--- src/rtl/sq_pkg.sv ---
package sq_pkg;
   localparam int SQ_DEF_DEPTH = 8;
   localparam int SQ_DEF_AW    = 32;
   localparam int SQ_DEF_DW    = 32;
   localparam int SQ_DEF_BURST = 3;
endpackage

--- src/rtl/sq_ptr.sv ---
module sq_ptr #(
   parameter int PW = 4
)(
   input  logic          clk,
   input  logic          rst_n,
   input  logic          load,
   input  logic [PW-1:0] load_val,
   input  logic [PW-1:0] step,
   output logic [PW-1:0] ptr_q
);
   always_ff @(posedge clk) begin
      if (!rst_n)    ptr_q <= '0;
      else if (load) ptr_q <= load_val;
      else           ptr_q <= ptr_q + step;
   end
endmodule

--- src/rtl/sq_store_array.sv ---
module sq_store_array #(
   parameter int DEPTH = 8,
   parameter int AW    = 32,
   parameter int DW    = 32,
   localparam int IW   = $clog2(DEPTH)
)(
   input  logic             clk,
   input  logic             rst_n,
   input  logic             alloc_we,
   input  logic [IW-1:0]    alloc_slot,
   input  logic             exe_we,
   input  logic [IW-1:0]    exe_slot,
   input  logic [AW-1:0]    exe_addr,
   input  logic [DW-1:0]    exe_data,
   input  logic [IW-1:0]    rd_slot,
   output logic [AW-1:0]    rd_addr,
   output logic [DW-1:0]    rd_data,
   output logic [DEPTH-1:0] exec_vec
);
   logic [AW-1:0] addr_mem [DEPTH];
   logic [DW-1:0] data_mem [DEPTH];

   for (genvar i = 0; i < DEPTH; i++) begin : g_slot
      always_ff @(posedge clk) begin
         if (!rst_n) begin
            exec_vec[i] <= 1'b0;
            addr_mem[i] <= '0;
            data_mem[i] <= '0;
         end else if (exe_we && exe_slot == IW'(i)) begin
            exec_vec[i] <= 1'b1;
            addr_mem[i] <= exe_addr;
            data_mem[i] <= exe_data;
         end else if (alloc_we && alloc_slot == IW'(i)) begin
            exec_vec[i] <= 1'b0;
         end
      end
   end

   assign rd_addr = addr_mem[rd_slot];
   assign rd_data = data_mem[rd_slot];
endmodule

--- src/rtl/sq_commit_chk.sv ---
module sq_commit_chk #(
   parameter int DEPTH = 8,
   parameter int MAXC  = 3,
   localparam int IW   = $clog2(DEPTH),
   localparam int PW   = IW + 1,
   localparam int CW   = $clog2(MAXC + 1)
)(
   input  logic [DEPTH-1:0] exec_vec,
   input  logic [PW-1:0]    cmt_ptr,
   input  logic [PW-1:0]    tail_ptr,
   input  logic [CW-1:0]    cmt_cnt,
   output logic             cmt_err,
   output logic [CW-1:0]    cmt_adv
);
   logic [PW-1:0]   pend;
   logic [MAXC-1:0] ready_k;
   logic [CW-1:0]   avail;
   logic [IW-1:0]   slot_k [MAXC];

   assign pend = tail_ptr - cmt_ptr;

   for (genvar k = 0; k < MAXC; k++) begin : g_look
      assign slot_k[k]  = cmt_ptr[IW-1:0] + IW'(k);
      assign ready_k[k] = (pend > PW'(k)) && exec_vec[slot_k[k]];
   end

   always_comb begin
      logic run;
      run   = 1'b1;
      avail = '0;
      for (int k = 0; k < MAXC; k++) begin
         run = run && ready_k[k];
         if (run) avail = avail + CW'(1);
      end
   end

   assign cmt_err = (cmt_cnt > avail);
   assign cmt_adv = cmt_err ? '0 : cmt_cnt;
endmodule

--- src/rtl/store_queue.sv ---
module store_queue import sq_pkg::*; #(
   parameter int DEPTH = SQ_DEF_DEPTH,
   parameter int AW    = SQ_DEF_AW,
   parameter int DW    = SQ_DEF_DW,
   parameter int MAXC  = SQ_DEF_BURST,
   localparam int IW   = $clog2(DEPTH),
   localparam int CW   = $clog2(MAXC + 1)
)(
   input  logic          clk,
   input  logic          rst_n,
   input  logic          alloc_req,
   output logic          alloc_gnt,
   output logic [IW-1:0] alloc_idx,
   input  logic          exe_vld,
   input  logic [IW-1:0] exe_idx,
   input  logic [AW-1:0] exe_addr,
   input  logic [DW-1:0] exe_data,
   input  logic [CW-1:0] cmt_cnt,
   output logic          cmt_err,
   input  logic          flush,
   input  logic          fence_req,
   output logic          fence_done,
   output logic          wr_vld,
   output logic [AW-1:0] wr_addr,
   output logic [DW-1:0] wr_data,
   input  logic          wr_rdy
);
   localparam int PW = IW + 1;

   if ((DEPTH < 2) || ((DEPTH & (DEPTH - 1)) != 0)) begin : g_bad_depth
      $error("store_queue: DEPTH must be a power of two, at least 2");
   end
   if ((MAXC < 1) || (MAXC > DEPTH)) begin : g_bad_burst
      $error("store_queue: MAXC must lie in 1..DEPTH");
   end

   logic [PW-1:0]    head_q, cmt_q, tail_q, occ, pend, cmt_nxt;
   logic             full, alloc_fire, exe_fire, wr_fire;
   logic [CW-1:0]    cmt_adv;
   logic [DEPTH-1:0] exec_vec;
   logic [IW-1:0]    exe_dist;

   assign occ        = tail_q - head_q;
   assign pend       = tail_q - cmt_q;
   assign full       = (occ == PW'(DEPTH));
   assign alloc_gnt  = !full && !flush;
   assign alloc_fire = alloc_req && alloc_gnt;
   assign alloc_idx  = tail_q[IW-1:0];

   assign exe_dist   = exe_idx - cmt_q[IW-1:0];
   assign exe_fire   = exe_vld && !flush && ({1'b0, exe_dist} < pend);

   assign wr_vld     = (cmt_q != head_q);
   assign wr_fire    = wr_vld && wr_rdy;
   assign cmt_nxt    = cmt_q + PW'(cmt_adv);
   assign fence_done = fence_req && (cmt_q == head_q);

   sq_ptr #(.PW(PW)) u_head (
      .clk(clk), .rst_n(rst_n), .load(1'b0), .load_val('0),
      .step(PW'(wr_fire)), .ptr_q(head_q));

   sq_ptr #(.PW(PW)) u_cmt (
      .clk(clk), .rst_n(rst_n), .load(1'b0), .load_val('0),
      .step(PW'(cmt_adv)), .ptr_q(cmt_q));

   sq_ptr #(.PW(PW)) u_tail (
      .clk(clk), .rst_n(rst_n), .load(flush), .load_val(cmt_nxt),
      .step(PW'(alloc_fire)), .ptr_q(tail_q));

   sq_commit_chk #(.DEPTH(DEPTH), .MAXC(MAXC)) u_cmt_chk (
      .exec_vec(exec_vec), .cmt_ptr(cmt_q), .tail_ptr(tail_q),
      .cmt_cnt(cmt_cnt), .cmt_err(cmt_err), .cmt_adv(cmt_adv));

   sq_store_array #(.DEPTH(DEPTH), .AW(AW), .DW(DW)) u_array (
      .clk(clk), .rst_n(rst_n),
      .alloc_we(alloc_fire), .alloc_slot(tail_q[IW-1:0]),
      .exe_we(exe_fire), .exe_slot(exe_idx),
      .exe_addr(exe_addr), .exe_data(exe_data),
      .rd_slot(head_q[IW-1:0]), .rd_addr(wr_addr), .rd_data(wr_data),
      .exec_vec(exec_vec));

   AST_NO_OVERFLOW: assert property (@(posedge clk) disable iff (!rst_n)
      occ <= PW'(DEPTH));
   AST_CMT_INSIDE: assert property (@(posedge clk) disable iff (!rst_n)
      (cmt_q - head_q) <= occ);
   AST_WR_EXECUTED: assert property (@(posedge clk) disable iff (!rst_n)
      wr_vld |-> exec_vec[head_q[IW-1:0]]);
   AST_HEAD_ON_HANDSHAKE: assert property (@(posedge clk) disable iff (!rst_n)
      !(wr_vld && wr_rdy) |=> $stable(head_q));
   AST_WR_HOLD: assert property (@(posedge clk) disable iff (!rst_n)
      (wr_vld && !wr_rdy) |=> (wr_vld && $stable(wr_addr) && $stable(wr_data)));
   AST_FULL_FREEZE: assert property (@(posedge clk) disable iff (!rst_n)
      (full && !flush) |=> $stable(tail_q));
   AST_FLUSH_TO_CMT: assert property (@(posedge clk) disable iff (!rst_n)
      flush |=> (tail_q == cmt_q));
   AST_REJECT_HOLD: assert property (@(posedge clk) disable iff (!rst_n)
      cmt_err |=> $stable(cmt_q));
endmodule

--- config.mk ---
export PLATFORM = sky130hd
export DESIGN_NAME = store_queue
export DESIGN_NICKNAME = d
export VERILOG_FILES = /design/src/rtl/sq_pkg.sv /design/src/rtl/sq_ptr.sv /design/src/rtl/sq_store_array.sv /design/src/rtl/sq_commit_chk.sv /design/src/rtl/store_queue.sv
export SDC_FILE = /design/constraint.sdc
export NUM_CORES = 1
export LEC_CHECK = 0
export ABC_CLOCK_PERIOD_IN_PS = 8400
export BUFFER_PORTS_ARGS = -buffer_cell sky130_fd_sc_hd__buf_2
export CORE_MARGIN = 2
export CORE_UTILIZATION = 25
export DETAILED_ROUTE_END_ITERATION = 12
export SLEW_MARGIN = 30
export SYNTH_ARGS = -nofsm -noshare
export SYNTH_HDL_FRONTEND = slang
export SYNTH_SLANG_ARGS = --single-unit
--- constraint.sdc ---
create_clock -name clk -period 8.4 [get_ports clk]
set_input_delay 1.68 -clock clk [delete_from_list [all_inputs] [get_ports clk]]
set_output_delay 1.68 -clock clk [all_outputs]
set_load 0.005 [all_outputs]
Word level (Yosys, flattened, before mapping)
Memories as Yosys holds them, arrays and structs flattened. A register that Yosys moved wholly into a read port is not among the register bits.
Index checks and enable logic that the tools add are counted.
{ "op_classes": {"n_addsub": 10, "reduce_logical": 39, "eq_ne": 17, "order_cmp": 8, "bitwise": 16, "n_mux": 70} }
{ "ops": {"columns": ["op", "n"], "rows": [
  ["$mux W32", 16],
  ["$mux W1", 45],
  ["$logic_and A1 B1 Y1", 27],
  ["$eq A3 B3 Y1 const B", 8],
  ["$or A1 B1 Y1", 16],
  ["$reduce_bool A2 Y1", 8],
  ["$eq A3 B2 Y1 const B", 4],
  ["$lt A3 B4 Y1 const B", 3],
  ["$bmux W1 S3", 3],
  ["$add A4 B1 Y4", 2],
  ["$gt A4 B1 Y1 const B", 2],
  ["$sub A4 B4 Y4", 2],
  ["$eq A3 B1 Y1 const B", 2],
  ["$logic_not A3 Y1", 2],
  ["$mux W2", 3],
  ["$mux W3", 2],
  ["$add A2 B1 Y2 const B", 2],
  ["$add A4 B2 Y4", 1],
  ["$eq A4 B4 Y1", 1],
  ["$eq A4 B4 Y1 const B", 1],
  ["$gt A4 B2 Y1 const B", 1],
  ["$lt A3 B4 Y1", 1],
  ["$mux W4", 1],
  ["$ne A4 B4 Y1", 1],
  ["other kinds (5)", 6]
]} }
{ "word_totals": {"output_inout_bits": 71, "word_cells": 173, "mem_bits_rw": 512, "n_memories": 2, "reg_bits": 20} }
{ "memory_table": {"columns": ["name", "depth", "word_bits", "read_ports", "rd_clocked_by_memory_dff", "write_ports", "line_no", "rtl"], "rows": [
  ["u_array.addr_mem", 8, 32, 1, 1, 8, "sq_store_array.sv:20", "logic [AW-1:0] addr_mem [DEPTH];"],
  ["u_array.data_mem", 8, 32, 1, 1, 8, "sq_store_array.sv:21", "logic [DW-1:0] data_mem [DEPTH];"]
]} }

Depth between registers and ports, before layout
{ "depth": {"ltp_word": 12, "depth_mapped": 19} }

Hierarchy
From an unflattened synthesis, not the netlist that was laid out.
{ "hier_totals": {"cells_unflattened": 1669, "area_unflattened_um2": 24494.7} }
{ "by_module_without_submodules": {"columns": ["mod", "cells_per_inst", "area_per_inst_um2", "instances"], "rows": [
  ["sq_store_array", 1481, 22858.2, 1],
  ["sq_ptr", 28, 250.2, 3],
  ["store_queue", 64, 494.2, 1],
  ["sq_commit_chk", 40, 391.6, 1]
]} }

Worst setup path after synthesis
No wires, ideal clock.
{ "synth_path": {"path_type": "input to register", "startpoint": "input exe_idx[0]", "endpoint": "memory u_array.addr_mem[6][0], enable pin", "required_ns": 7.826, "n_path_buf": 1, "path_stages": 11, "slack_ns": -0.199, "setup_time_ns": 0.574, "arrival_ns": 8.025, "cell_sequence": "inv_1 ha_1 inv_1 fa_1 xnor2_1 xnor2_1 ha_1 a21oi_1 o21ai_1 buf_2 o21ai_0"} }
{ "synth_lines": {"columns": ["element", "line_no", "rtl"], "rows": [
  ["from (decl)", "store_queue.sv:15", "input logic [IW-1:0] exe_idx,"],
  ["to (decl)", "sq_store_array.sv:20", null]
]} }

Worst setup path after layout
{ "layout_path": {"startpoint": "register u_cmt.ptr_q[2]", "endpoint": "output cmt_err"} }
{ "layout_via": {"elab_chain_cells": 9, "elab_cells_between_ends": 23} }
{ "layout_rtl": {"columns": ["element", "line_no", "rtl"], "rows": [
  ["from (decl)", "sq_ptr.sv:9", "output logic [PW-1:0] ptr_q"],
  ["from (signal assigned)", "sq_ptr.sv:13", "else if (load) ptr_q <= load_val;"],
  ["from (signal assigned)", "sq_ptr.sv:14", "else ptr_q <= ptr_q + step;"],
  ["$sub A4 B4 Y4 (tied with other cells)", "sq_commit_chk.sv:20", "assign pend = tail_ptr - cmt_ptr;"],
  ["$gt A4 B1 Y1 (tied with other cells)", "sq_commit_chk.sv:24", "assign ready_k[k] = (pend > PW'(k)) && exec_vec[slot_k[k]];"],
  ["$logic_and A1 B1 Y1 / $mux W1 (equally long branches)", "sq_commit_chk.sv:24", null],
  ["$mux W1 / $logic_and A1 B1 Y1 (equally long branches)", "sq_commit_chk.sv:33, sq_commit_chk.sv:24", null],
  ["$add A2 B1 Y2 / $logic_and A1 B1 Y1 (equally long branches)", "sq_commit_chk.sv:33, sq_commit_chk.sv:32", null],
  ["$mux W2", "sq_commit_chk.sv:33", "if (run) avail = avail + CW'(1);"],
  ["$add A2 B1 Y2", "sq_commit_chk.sv:33", null],
  ["$mux W2 *", "sq_commit_chk.sv:33", null],
  ["$gt A2 B2 Y1 *", "sq_commit_chk.sv:37", "assign cmt_err = (cmt_cnt > avail);"],
  ["to (decl)", "store_queue.sv:19", "output logic cmt_err,"]
]} }
Every way passes the cells marked *; elsewhere a longest branch is shown, timed or not. The select of a mux whose other input is x is not followed.

==> flow_summary_export.csv <==
group,metric,value,unit
outcome,status,"completed",
logic_synthesis,synth_top_area_frac,0.650,
die,dieArea,97100,um^2
route,drc_errors,0,
finish,syn_to_final_growth,16.8,%
grt,antenna_found_initial,12,
timing,slew_headroom,0.377,
finish,final_nets,1988,
timing,worstMarginPinSlew,0.931,ns
timing,fin_crit_sh,0.666,
grt,grt_first_pass_wirelength,93400,um
grt,grt_pass1_vias,14600,
timing,fmax,179,MHz
logic_synthesis,yosysUniqueCellTypes,40,
grt,gr-total-overflow,0,
die,rows,112,
logic_synthesis,ys_warn_count,0,
timing,hold_viol,0,
placed_design,io_buffer_count,146,
grt,use_met3,0.0210,
route,drtIter0Drc,1221,
finish,utilization,0.295,
worst_setup_path,worstSetupEndpointType,"output pin",
pwr,p_sw_frac,0.257,
pwr,internal-power,4.83,mW
timing,rsz0062_at_grt,"false",
cts,clockBufferDepth,3,
pwr,power_frac_comb,0.152,
grt,grt_usage,0.127,
logic_synthesis,synth-seq-area-share,0.667,
timing,fin_crit,5.59,ns
cts,cts_buffers,55,
pwr,p_leak,9.44,nW
route,drt_first_pass_iters,5,
logic_synthesis,syn_nets,1874,
pwr,p_seq_frac,0.480,
finish,design_area,27600,um^2
logic_synthesis,synthesis.area,23600,um^2
logic_synthesis,yosys.area.top_type,"edfxtp_1",
grt,grt_use_met1,0.170,
grt,busiest_layer,"met2",
timing,clock_skew,0.0248,ns
die,die_x,312,um
die,start_util,0.253,
worst_setup_path,cp.arrival,3.91,ns
cts,cts_resized,0,
logic_synthesis,ys_async_sr_fraction,0,
finish,fillerInstances,9504,
cts,cts.clk_slew.worst_paths,0.06,ns
cts,cts_tree,"built",
logic_synthesis,ys_top_cells_by_area,"edfxtp_1 65%, mux4_2 13%, nor2_1 8.4%",
pwr,power_frac_clock,0.367,
pwr,p_per_area,236,nW/um^2
route,post_drt_wl_per_cell,19.5,um
timing,drv_slew,0,
placed_design,placed_area,25800,um^2
route,dr_total_vias,14300,
worst_setup_path,cp.required,6.72,ns
placed_design,hpwl,36900,um
logic_synthesis,ys_seq_elements,532,
timing,whs,0.507,ns
finish,multi_input_area,7320,um^2
worst_setup_path,start_kind,"flop",
cts,cts_setup_buffers,0,
placed_design,gp_congestion,0.755,
job,maxCapViolations,0,
die,pin_count,147,
cts,root_buffer,"clkbuf_16",
finish,drive_above_1_share,0.211,
die,die-height,312,um
worst_setup_path,crit_type,"reg -> out",
logic_synthesis,synth_edf_count,512,
worst_setup_path,critPathMaxFanout,10,
route,vias_per_cell,4.48,
cts,postCtsHoldBufs,0,
route,drt_wl_total,62200,um
pwr,vdd_drop_max,0.153,mV
cts,htree_levels,2,
timing,setup_viol,0,
hold_path,holdCritPathClass,"reg -> reg",
finish,seqCellArea,15800,um^2
grt,grt_max_degree,97,
logic_synthesis,synth_ff_type,"edfxtp_1",
cts,cts.sinks,532,
logic_synthesis,synthCells,1777,
route,antenna_left,0,
logic_synthesis,postSynthAreaPerCell,13.3,um^2
cts,clock_latency,0.62,ns
pwr,switchingPower,1.67,mW
grt,grtUsageMet2,0.216,
die,core_area,93500,um^2
-- registers in the layout, indices dropped and copies added (netlist names) --
| signal | cells |
|---|---|
| u_tail.ptr_q | 4 |
| u_array.exec_vec | 8 |
| u_array.addr_mem | 256 |
| u_array.data_mem | 256 |
| u_head.ptr_q | 4 |
| u_cmt.ptr_q | 4 |
-- worst max-delay path, stage by stage (launching register included) --
cell and delay [ns]:
dfxtp_1 0.68, inv_1 0.22, ha_1 0.37, a21oi_1 0.15, nand2_1 0.10, xnor2_2 0.61, nor3b_1 0.12, a221oi_1 0.40
ha_1 0.22, nor2b_1 0.04, o21ai_0 0.19, inv_1 0.08, buf_2 0.13
-- final timing paths --
path	slack, ns	to	start	cells after the start
setup / recovery	2.81	cmt_err	u_cmt.ptr_q[2]	12
hold / removal	0.51	u_array.exec_vec[1]	u_array.exec_vec[1]	2
setup reg to reg	3.84	u_array.data_mem[6][15]	u_tail.ptr_q[0]	10
hold reg to reg	0.51	u_array.exec_vec[1]	u_array.exec_vec[1]	2
-- final cells by class --
cell class                      count  share of cell area
Clock inverter                     30              0.0106
Sequential cell                   532               0.572
Antenna cell                        1           0.0000906
Tap cell                         1254              0.0568
Clock buffer                       71              0.0528
Inverter                           19             0.00258
Multi-Input combinational cell   1106               0.265
Timing Repair Buffer              177              0.0403
-- kinds of logic (layout without fill, tap and decap cells) --
kind of cell,after synthesis,count (layout),share of synthesized area
fa+ha+maj,21,21,0.0121
other cells,0,1,0
flops,532,532,0.667
buf+inv,139,297,0.0296
xor+xnor,18,18,0.00698
compound gates,41,41,0.0121
mux,140,140,0.129
simple gates,886,886,0.143
-- through the flow --
stage | setup slack (ns) | TNS, ns | instances | power (mW)
after detailed placement | 2.19 | 0 | 3087 | 4.20
after global routing | 2.58 | 0 | 3190 | 6.78
final | 2.81 | 0 | 3190 | 6.50
after CTS | 2.72 | 0 | 3188 | 6.60
after floorplan | -0.199 | -62.81 | 1777 | 3.84
after global placement | 1.96 | 0 | 3084 | 4.19
-- power by group through the flow --
stage / clock (mW) / combinational, mW / sequential [mW]
6_report: 2.39 / 0.991 / 3.12
3_3_place_gp: 0 / 1.01 / 3.18
2_1_floorplan: 0 / 0.707 / 3.13
4_1_cts: 2.44 / 1.02 / 3.13
5_1_grt: 2.54 / 1.09 / 3.14
3_5_place_dp: 0 / 1.02 / 3.18
-- cells in the final DEF (no fill, tap or decap), drive strengths merged, types with 3 or more instances in the layout --
cell	count
clkbuf	71
xnor2	13
o21ai	13
clkinvlp	3
dfxtp	20
nand2	333
mux4	132
clkinv	21
buf	177
and2	4
edfxtp	512
nand2b	5
a21oi	6
o311ai	6
o31ai	6
mux2i	8
fa	3
nor2b	3
xor2	5
bufinv	4
nor2	531
inv	21
ha	18
-- cell usage after synthesis, drive strengths merged (2+ instances only) --
cell type  count
a21oi          6
edfxtp       512
fa             3
buf           84
a211oi         2
o31ai          6
nor4           2
and2           4
xnor2         13
nand3          2
o32ai          2
nand2b         5
mux4         132
nor2         531
inv           19
nand3b         2
o311ai         6
nor2b          3
dfxtp         20
clkbuf        36
xor2           5
o21ai         13
mux2i          8
ha            18
nand2        333
-- metal layers --
| metal | vias up | wire, um |
|---|---|---|
| li1 | 6545 | - |
| met1 | 7262 | 26600 |
| met4 | 0 | 1130 |
| met3 | 79 | 3690 |
| met2 | 419 | 30800 |
| met5 | - | 0 |
Note: power is estimated with default switching activity, not from simulation.
